**src/rtl/nmea_pkg.sv**
```systemverilog
package nmea_pkg;
  localparam logic [7:0] CH_DOLLAR = 8'h24;
  localparam logic [7:0] CH_COMMA  = 8'h2C;
  localparam logic [7:0] CH_CR     = 8'h0D;
  localparam logic [7:0] CH_LF     = 8'h0A;

  typedef enum logic [2:0] {
    RX_IDLE,
    RX_START,
    RX_DATA,
    RX_STOP,
    RX_WAIT
  } rx_state_e;
endpackage

```
**src/rtl/nmea_uart_rx.sv**
```systemverilog
module nmea_uart_rx
  import nmea_pkg::*;
#(
  parameter int CLK_DIV = 1628
) (
  input  logic       clk,
  input  logic       rst_n,
  input  logic       rxd_i,
  output logic       valid_o,
  output logic [7:0] data_o,
  output logic       ferr_o
);
  localparam int PW = (CLK_DIV > 1) ? $clog2(CLK_DIV) : 1;
  localparam logic [PW-1:0] PRE_LAST = PW'(CLK_DIV - 1);

  logic [1:0]    sync_q;
  logic          line;
  rx_state_e     st_q, st_d;
  logic [PW-1:0] pre_q, pre_d;
  logic [3:0]    cnt_q, cnt_d;
  logic [2:0]    bit_q, bit_d;
  logic [7:0]    sh_q, sh_d;
  logic          valid_q, valid_d, ferr_q, ferr_d;
  logic          tick;

  assign line = sync_q[1];
  assign tick = (pre_q == PRE_LAST);

  always_comb begin
    st_d    = st_q;
    pre_d   = (tick) ? '0 : pre_q + 1'b1;
    cnt_d   = cnt_q;
    bit_d   = bit_q;
    sh_d    = sh_q;
    valid_d = 1'b0;
    ferr_d  = 1'b0;
    case (st_q)
      RX_IDLE: begin
        pre_d = '0;
        cnt_d = '0;
        if (!line) st_d = RX_START;
      end
      RX_START: if (tick) begin
        if (cnt_q == 4'd7) begin
          cnt_d = '0;
          bit_d = '0;
          st_d  = (!line) ? RX_DATA : RX_IDLE;
        end else begin
          cnt_d = cnt_q + 1'b1;
        end
      end
      RX_DATA: if (tick) begin
        cnt_d = cnt_q + 1'b1;
        if (cnt_q == 4'd15) begin
          sh_d  = {line, sh_q[7:1]};
          bit_d = bit_q + 1'b1;
          if (bit_q == 3'd7) st_d = RX_STOP;
        end
      end
      RX_STOP: if (tick) begin
        cnt_d = cnt_q + 1'b1;
        if (cnt_q == 4'd15) begin
          if (line) begin
            valid_d = 1'b1;
            st_d    = RX_IDLE;
          end else begin
            ferr_d = 1'b1;
            st_d   = RX_WAIT;
          end
        end
      end
      RX_WAIT: if (line) st_d = RX_IDLE;
      default: st_d = RX_IDLE;
    endcase
  end

  always_ff @(posedge clk or negedge rst_n) begin
    if (!rst_n) begin
      sync_q  <= 2'b11;
      st_q    <= RX_IDLE;
      pre_q   <= '0;
      cnt_q   <= '0;
      bit_q   <= '0;
      sh_q    <= '0;
      valid_q <= 1'b0;
      ferr_q  <= 1'b0;
    end else begin
      sync_q  <= {sync_q[0], rxd_i};
      st_q    <= st_d;
      pre_q   <= pre_d;
      cnt_q   <= cnt_d;
      bit_q   <= bit_d;
      sh_q    <= sh_d;
      valid_q <= valid_d;
      ferr_q  <= ferr_d;
    end
  end

  assign valid_o = valid_q;
  assign data_o  = sh_q;
  assign ferr_o  = ferr_q;

  // a received byte only follows the stop-bit phase
  p_valid_after_stop_r2: assert property (@(posedge clk) disable iff (!rst_n)
    valid_q |-> $past(st_q == RX_STOP));
  // a framing fault leaves the receiver waiting for an idle line
  p_ferr_waits_r9: assert property (@(posedge clk) disable iff (!rst_n)
    ferr_q |-> (st_q == RX_WAIT));
endmodule

```
**src/rtl/nmea_framer.sv**
```systemverilog
module nmea_framer
  import nmea_pkg::*;
#(
  parameter int MAX_LEN   = 82,
  parameter int MAX_FIELD = 31,
  parameter int FW        = $clog2(MAX_FIELD + 1)
) (
  input  logic          clk,
  input  logic          rst_n,
  input  logic          in_valid,
  input  logic [7:0]    in_data,
  input  logic          in_ferr,
  output logic [7:0]    byte_o,
  output logic          byte_valid_o,
  output logic [FW-1:0] field_o,
  output logic          field_end_o,
  output logic          done_o,
  output logic          err_o
);
  localparam int LW = $clog2(MAX_LEN + 2);
  localparam logic [LW-1:0] LEN_MAX = LW'(MAX_LEN);
  localparam logic [FW-1:0] FLD_MAX = FW'(MAX_FIELD);

  logic          act_q, act_d, cr_q, cr_d;
  logic [FW-1:0] fld_q, fld_d;
  logic [LW-1:0] len_q, len_d;
  logic [7:0]    byte_q, byte_d;
  logic [FW-1:0] fout_q, fout_d;
  logic          bv_q, bv_d, fe_q, fe_d, done_q, done_d, err_q, err_d;

  always_comb begin
    act_d  = act_q;
    cr_d   = cr_q;
    fld_d  = fld_q;
    len_d  = len_q;
    byte_d = byte_q;
    fout_d = fout_q;
    bv_d   = 1'b0;
    fe_d   = 1'b0;
    done_d = 1'b0;
    err_d  = 1'b0;
    if (in_ferr) begin
      err_d = 1'b1;
      act_d = 1'b0;
    end else if (in_valid) begin
      if (in_data == CH_DOLLAR) begin
        act_d = 1'b1;
        cr_d  = 1'b0;
        fld_d = '0;
        len_d = LW'(1);
      end else if (act_q) begin
        if (len_q >= LEN_MAX) begin
          err_d = 1'b1;
          act_d = 1'b0;
        end else begin
          len_d = len_q + 1'b1;
          if (in_data[7]) begin
            err_d = 1'b1;
            act_d = 1'b0;
          end else if (cr_q) begin
            act_d = 1'b0;
            if (in_data == CH_LF) begin
              fe_d   = 1'b1;
              done_d = 1'b1;
              fout_d = fld_q;
            end else begin
              err_d = 1'b1;
            end
          end else if (in_data == CH_CR) begin
            cr_d = 1'b1;
          end else if (in_data == CH_LF) begin
            err_d = 1'b1;
            act_d = 1'b0;
          end else if (in_data == CH_COMMA) begin
            fe_d   = 1'b1;
            fout_d = fld_q;
            if (fld_q != FLD_MAX) fld_d = fld_q + 1'b1;
          end else begin
            bv_d   = 1'b1;
            byte_d = in_data;
            fout_d = fld_q;
          end
        end
      end
    end
  end

  always_ff @(posedge clk or negedge rst_n) begin
    if (!rst_n) begin
      act_q  <= 1'b0;
      cr_q   <= 1'b0;
      fld_q  <= '0;
      len_q  <= '0;
      byte_q <= '0;
      fout_q <= '0;
      bv_q   <= 1'b0;
      fe_q   <= 1'b0;
      done_q <= 1'b0;
      err_q  <= 1'b0;
    end else begin
      act_q  <= act_d;
      cr_q   <= cr_d;
      fld_q  <= fld_d;
      len_q  <= len_d;
      byte_q <= byte_d;
      fout_q <= fout_d;
      bv_q   <= bv_d;
      fe_q   <= fe_d;
      done_q <= done_d;
      err_q  <= err_d;
    end
  end

  assign byte_o       = byte_q;
  assign byte_valid_o = bv_q;
  assign field_o      = fout_q;
  assign field_end_o  = fe_q;
  assign done_o       = done_q;
  assign err_o        = err_q;

  // an open sentence never holds more than MAX_LEN characters
  p_len_bound_r8: assert property (@(posedge clk) disable iff (!rst_n)
    act_q |-> (len_q <= LEN_MAX));
  // once at the limit the index stays there until a restart or close
  p_field_sat_r7: assert property (@(posedge clk) disable iff (!rst_n)
    (act_q && fld_q == FLD_MAX) |=>
      (fld_q == FLD_MAX || !act_q || $past(in_valid && !in_ferr && in_data == CH_DOLLAR)));
  // '$' always reopens at field 0 with no error
  p_restart_r10: assert property (@(posedge clk) disable iff (!rst_n)
    (in_valid && !in_ferr && in_data == CH_DOLLAR) |=> (act_q && fld_q == '0 && !err_q));
  // a framing fault closes the sentence and flags it
  p_ferr_drop_r9: assert property (@(posedge clk) disable iff (!rst_n)
    in_ferr |=> (!act_q && err_q));
  // byte, field-end and error strobes never coincide
  p_one_event_r4: assert property (@(posedge clk) disable iff (!rst_n)
    $onehot0({bv_q, fe_q, err_q}));
endmodule

```
**src/rtl/nmea_splitter.sv**
```systemverilog
module nmea_splitter #(
  parameter int CLK_DIV   = 1628,
  parameter int MAX_LEN   = 82,
  parameter int MAX_FIELD = 31,
  parameter int FW        = $clog2(MAX_FIELD + 1)
) (
  input  logic          clk,
  input  logic          rst_n,
  input  logic          rxd_i,
  output logic [7:0]    byte_o,
  output logic          byte_valid_o,
  output logic [FW-1:0] field_o,
  output logic          field_end_o,
  output logic          sentence_done_o,
  output logic          err_o
);
  logic [1:0] rst_sq;
  logic       rst_n_int;
  logic       rx_valid, rx_ferr;
  logic [7:0] rx_data;

  always_ff @(posedge clk or negedge rst_n) begin
    if (!rst_n) rst_sq <= 2'b00;
    else        rst_sq <= {rst_sq[0], 1'b1};
  end
  assign rst_n_int = rst_sq[1];

  nmea_uart_rx #(.CLK_DIV(CLK_DIV)) u_rx (
    .clk     (clk),
    .rst_n   (rst_n_int),
    .rxd_i   (rxd_i),
    .valid_o (rx_valid),
    .data_o  (rx_data),
    .ferr_o  (rx_ferr)
  );

  nmea_framer #(.MAX_LEN(MAX_LEN), .MAX_FIELD(MAX_FIELD), .FW(FW)) u_frm (
    .clk          (clk),
    .rst_n        (rst_n_int),
    .in_valid     (rx_valid),
    .in_data      (rx_data),
    .in_ferr      (rx_ferr),
    .byte_o       (byte_o),
    .byte_valid_o (byte_valid_o),
    .field_o      (field_o),
    .field_end_o  (field_end_o),
    .done_o       (sentence_done_o),
    .err_o        (err_o)
  );
endmodule

```
**config.mk**
```make
export PLATFORM = sky130hd
export DESIGN_NAME = nmea_splitter
export DESIGN_NICKNAME = d
export VERILOG_FILES = /design/src/rtl/nmea_pkg.sv /design/src/rtl/nmea_uart_rx.sv /design/src/rtl/nmea_framer.sv /design/src/rtl/nmea_splitter.sv
export SDC_FILE = /design/constraint.sdc
export NUM_CORES = 1
export LEC_CHECK = 0
export BUFFER_PORTS_ARGS = -buffer_cell sky130_fd_sc_hd__buf_4
export CORE_AREA = 10 10 88 90
export DETAILED_ROUTE_END_ITERATION = 12
export DIE_AREA = 0 0 98 100
export PLACE_DENSITY = 0.79
export RECOVER_POWER = 100
export SLEW_MARGIN = 10
export SYNTH_ARGS = -nofsm -noshare
export SYNTH_HDL_FRONTEND = slang
export SYNTH_SLANG_ARGS = --single-unit
export TNS_END_PERCENT = 100
```
**constraint.sdc**
```tcl
create_clock -name clk -period 1.86 [get_ports clk]
set_input_delay 0.093 -clock clk [delete_from_list [all_inputs] [get_ports clk]]
set_output_delay 0.093 -clock clk [all_outputs]
set_load 0.02 [all_outputs]
```
==> results.cfg, run 1 <==
[final_layout]
stdcell_count = 446
drive_above_1_share_pct = 35.23
diodes = 0
syn2layout_area_growth_pct = 33.54
finalNetCount = 375

[routing]
dr.pass1.iters = 4
dr_wl_met2_mm = 3.443
drtAntennaViolNets = 0
routed_wl_mm = 6.712
top_layer_used = met4
vias = 2420
drc = 0
wire_per_inst_um = 15.05
vias_per_cell = 5.426
wl_met3_um = 230
met1_length_mm = 2.851
initialDrtViolationCount = 64

[setup_path]
cpMaxStageDelayCell = or4b_4
crit_type = flip-flop to flip-flop
slowest_delay_ps = 540
cp_common_cell = or4b_4
crit_path_start_kind = flip-flop
cp.buffers_inverters = 0
r2r_slack_ps = -530
crit_path_end_kind = flip-flop
cp_max_fo = 5
crit_chain = or4b_4, or4b_4, nor3_1, a2111o_1, mux2_2
cp.required_ps = 2100
critPathTopFamily = simple AND/OR/NAND/NOR gates
worstPathArrival_ps = 2620

[place]
place_hpwl_mm = 4.403
pre_cts_slack_ps = -504.9
portBuffers = 18
routabilityCongestion = 0.8673
dp.cells = 423

[logic_synthesis]
syn_area_mm2 = 0.003063
synth-edff-count = 0
yosysUniqueCellTypes = 48
syn_inst = 281
synth_seq_area_share_pct = 53.19
avgSynthCellArea_um2 = 10.90
postSynthNetCount = 292
ys_ff_latch = 65
synth.yosys.warnings = 0
async_flop_share_pct = 100.0
ys.flop_type = dfrtp_1

[timing]
fin_worst_skew_ps = 11.83
timing.slew.headroom_pct = 0.8327
slew_violations = 0
timing.final.crit_share_pct = 128.2
setup_viol = 25
layout_setup_ws_ps = -525.0
worstMarginPinSlew_ps = 1488
rsz0062_at_grt = true
hold-worst-slack_ps = 46.99
hold_viol_final = 0
min_period_ps = 2385
clock.fmax_mhz = 419.3

[clock_network]
clk_pin_slew_ps = 70
htreeDepth = 3
cts_tree = built
clock_sinks = 65
clock_path_buffers = 2
cts_made_buffers = 9
cts_root_buf = clkbuf_8
clock_latency_ps = 350

[run_status]
status = finished, violations left
violations = setup timing

[die]
initial_core_util_pct = 49.95
io_pins = 20
core_region_area_mm2 = 0.006132
die_w_um = 98
die_h_um = 100
dieArea_mm2 = 0.009800
fp-row-count = 29

[power_and_ir_drop]
peakVddDrop_mv = 0.8231
power_density_mw_per_mm2 = 757.1
leakage_nw = 1.909

[global_routing]
grt_max_degree = 64
first_global_vias = 2517
grt_pass1_wl_mm = 11.30
grt-ovfl-total = 0
grt_antenna_before_repair = 0
grt_usage_pct = 13.84

[min_path]
hp-class = primary input to async pin

[job]
maxCapViolCount = 0
[layer usage]
layer  up-vias  global-route usage [%]
met5         -                       0
met4         0                   7.383
met3        18                   3.297
met2        37                   23.81
met1      1193                   15.60
li1       1172                       -
[metrics by stage]
step	TNS, ps	util [%]	total power (W)	instance area [um^2]
final	-6825	66.70	0.003096	4090
after global routing	-11100	66.70	0.003240	4090
after CTS	-6289	66.97	0.003137	4106
after detailed placement	-6511	61.46	0.001886	3769
after global placement	-5630	61.46	0.001862	3769
after floorplan	-6219	-	0.001766	3142
[final cells by class]
cell class,count,area [um^2]
multi-input cells,200,1546
clock inverters,4,51.30
well taps,77,96.34
flip-flops and latches,65,1630
fillers,471,2042
inverters,7,26.28
clock buffers,12,155.1
repair buffers,81,584.3
[cell families after synthesis]
group | synth area share, %
AND/OR/NAND/NOR | 20.34
flip-flops | 53.19
AO/OA/AOI/OAI | 8.374
multiplexers | 8.415
buffers and inverters | 2.165
XOR/XNOR | 4.003
adder cells (fa/ha/maj) | 3.268
other | 0.2452
[final timing paths]
kind | from | cells after the start | to
worst max-delay path | u_rx.data_o[4] | 5 | u_frm.field_o[0]
worst min-delay path | rst_n | 2 | rst_sq[0]
worst max register to register | u_rx.data_o[4] | 5 | u_frm.field_o[0]
worst min register to register | rst_sq[0] | 0 | rst_sq[1]
max in group asynchronous | rst_sq[1] | 1 | u_rx.cnt_q[1]
min in group clk | rst_sq[0] | 0 | rst_sq[1]
[worst reg2reg max path: cells and delay by family (launching register included)]
family / cells / cell delay, ps
multiplexers: 1 / 370
AND/OR/NAND/NOR: 3 / 1270
flip-flops: 1 / 380
AO/OA/AOI/OAI: 1 / 260
[state kept, by name (all words and copies together) (netlist names), 2 cells and up]
register and flops:
u_rx.pre_q 11, u_frm.len_q 7, u_frm.byte_o 7, u_rx.cnt_q 4, u_frm.fld_q 5, u_rx.data_o 8, rst_sq 2, u_rx.bit_q 3
u_rx.st_q 3, u_frm.field_o 5, u_rx.sync_q 2
[synth_stat cells (all sizes together) (4+ instances only)]
cell type / number / share of area (%)
nor4b: 5 / 1.4
xor2: 10 / 2.9
nand2: 14 / 1.7
ha: 8 / 3.3
dfrtp: 63 / 51
nor2: 33 / 4.0
nand2b: 5 / 1.0
xnor2: 4 / 1.1
mux2: 22 / 8.1
a31oi: 4 / 0.82
inv: 7 / 0.86
nand3b: 4 / 0.98
or3: 9 / 1.9
clkbuf: 6 / 0.74
nand3: 12 / 2.0
o21ai: 17 / 2.8
nand4: 4 / 0.82
nor3: 7 / 1.3
a21oi: 7 / 1.1
[power breakdown]
group,switching (W),internal (W),total (W)
Sequential,0.0000657,0.00149,0.00156
Combinational,0.000151,0.000147,0.000298
Clock,0.000549,0.000692,0.00124
[cell usage in the layout (no fill, tap or decap), drive strengths merged, types with 7 or more instances in the layout]
cell,n
dfrtp,63
buf,55
clkbuf,36
nor2,33
mux2,22
o21ai,17
nand2,14
nand3,12
xor2,10
or3,9
ha,8
inv,7
a21oi,7
nor3,7
[timing repair]
item	4_1_cts	5_1_grt
endpoints found under the hold margin	3	0
pin swaps	12	8
hold buffers	2	0
endpoints found under the setup margin	34	38
gates resized for setup	16	13
buffers inserted	5	1
Note: power is estimated with default switching activity, not from simulation.
==> run 2, diff against run 1 <==
CORE_AREA = 2 2 80 82   (was 10 10 88 90)
DIE_AREA = 0 0 82 84   (was 0 0 98 100)
==> run 2 against run 1 <==
  * The run still ends with setup timing left
  * Design area about the same
  * Critical path depth decreased by 1
  * Wire length increased by 4.1%
  * Non-clock buffer count increased by 5
  * Hold slack improved by 9.5 ps
  * Combinational power increased by 4%
  * Power decreased by 4.1%
  * Critical path type unchanged
  * Largest cell class unchanged
==> results.cfg, run 2 (same netlist as run 1, synthesis figures left out) <==
[run_status]
status = finished, violations left
violations = setup timing

[power_and_ir_drop]
peakVddDrop_mv = 0.6816
p_int_w = 0.002200
p_sw_share_pct = 25.92
comb_power_share_pct = 10.4
p_seq_share_pct = 52.5
leakage_nw = 1.915
power_frac_clock_pct = 37.1
total_power_w = 0.002970
switchingPower_w = 0.0007698
power_density_mw_per_mm2 = 725.7

[clock_network]
clock_latency_ps = 350
clock_path_buffers = 2
cts_root_buf = clkbuf_8
clock_sinks = 65
htreeDepth = 3
clk_pin_slew_ps = 70
cts_tree = built
cts_made_buffers = 9

[timing]
finalSetupTns_ps = -8745
setup_viol = 29
timing.final.crit_share_pct = 130.4
timing.slew.headroom_pct = 52.25
clock.fmax_mhz = 412.3
fin_worst_skew_ps = 9.122
layout_setup_ws_ps = -565.2
slew_violations = 0
hold_viol_final = 0
rsz0062_at_grt = true
worstMarginPinSlew_ps = 716.2
min_period_ps = 2425

[die]
io_pins = 20
die_w_um = 82
core_region_area_mm2 = 0.006096
dieArea_mm2 = 0.006888
initial_core_util_pct = 50.25
die_h_um = 84
fp-row-count = 29

[global_routing]
grt_max_degree = 46
first_global_vias = 2532
grt_pass1_wl_mm = 11.32
grt_antenna_before_repair = 0
grt_usage_pct = 21.79
grt-ovfl-total = 0

[final_layout]
final_cell_mix = dfrtp_1, buf_4, nor2_1, clkbuf_1, mux2_2
fillers = 445
finalNetCount = 380
drive_above_1_share_pct = 37.17
diodes = 0
syn2layout_area_growth_pct = 33.62
final_common_cell = dfrtp_1
regMostFlops = u_rx.pre_q
largest_reg_flops = 11

[routing]
initialDrtViolationCount = 77
routed_wl_mm = 6.988
drtAntennaViolNets = 0
vias_per_cell = 5.477
dr.pass1.iters = 4
wire_per_inst_um = 15.49
drc = 0
vias = 2470

[setup_path]
slowest_delay_ps = 560
worstPathArrival_ps = 2660
reg2reg_from = u_rx.data_o[4]
cp_max_fo = 5
rr_worst_depth = 4
cp_common_cell = or4b_4
r2r_slack_ps = -570
cpMaxStageDelayCell = or4b_4
r2r-end = u_frm.field_o[0]
crit_chain = or4b_4, or4b_4, a2111o_1, mux2_2
crit_path_end_kind = flip-flop
crit_path_start_kind = flip-flop
cp.required_ps = 2100
critPathTopFamily = simple AND/OR/NAND/NOR gates
crit_type = flip-flop to flip-flop
cp.buffers_inverters = 0

[place]
portBuffers = 18
place_hpwl_mm = 4.415
routabilityCongestion = 0.7952

[min_path]
hp-class = primary input to async pin

[job]
maxCapViolCount = 0
run 2: cell count changes in the layout (fill, tap and decap cells not counted), moves of 2 or more:
cell	delta
ha_1	-3
ha_2	+3
clkinv_2	+2
buf_4	+7
run 2: how the worst max path moves through the flow:
stage | start | slack [ps] | cells after the start | to
final | u_rx.data_o[4] | -570 | 4 | u_frm.field_o[0]
after global routing | u_rx.data_o[4] | -610 | 7 | u_frm.field_o[2]
after CTS | u_rx.data_o[4] | -500 | 4 | u_frm.field_o[0]
after detailed placement | u_rx.data_o[4] | -520 | 4 | u_frm.field_o[0]
after global placement | u_rx.data_o[4] | -470 | 4 | u_frm.field_o[3]
after floorplan | u_rx.data_o[4] | -520 | 5 | u_frm.field_o[0]
run 2: final cells by class:
| class | instances | area, um^2 | share of cell area (%) |
|---|---|---|---|
| Multi-Input combinational cell | 200 | 1550 | 37.88 |
| Clock buffer | 11 | 151.4 | 3.699 |
| Tap cell | 77 | 96.34 | 2.354 |
| Clock inverter | 5 | 30.03 | 0.7337 |
| Sequential cell | 65 | 1629 | 39.80 |
| Timing Repair Buffer | 86 | 609.3 | 14.89 |
| Inverter | 7 | 26.28 | 0.6420 |
run 2: power by group through the flow:
stage	registers (W)	logic (W)	clock network, W
finish	0.00156	0.000310	0.00110
global route	0.00157	0.000368	0.00120
CTS	0.00156	0.000304	0.00113
detailed placement	0.00159	0.000298	0
global placement	0.00158	0.000282	0
floorplan	0.00159	0.000174	0
run 2: repair_timing:
action | CTS | global route
setup buffers | 7 | 5
pin swaps | 14 | 16
gates resized for setup | 18 | 18
hold buffers | 2 | 0
hold endpoints to repair | 3 | 0
endpoints found under the setup margin | 34 | 43
run 2: routing by layer:
layer	part of all wire, %	GRT usage (%)	vias up
met5	0	0	-
met4	2.9	10.91	0
met3	3.4	7.359	21
met2	52	34.96	46
met1	42	25.61	1227
li1	-	-	1176
run 2: metrics by stage:
stage	hold slack (ps)	area [um^2]	cells	util [%]	setup WS, ps
2_1_floorplan	-202.6	3142	281	-	-524.8
3_3_place_gp	-124.5	3769	423	61.82	-470.2
3_5_place_dp	-121.1	3769	423	61.82	-521.1
4_1_cts	44.52	4091	447	67.12	-502.0
5_1_grt	50.99	4093	451	67.14	-607.5
6_report	56.44	4093	451	67.14	-565.2
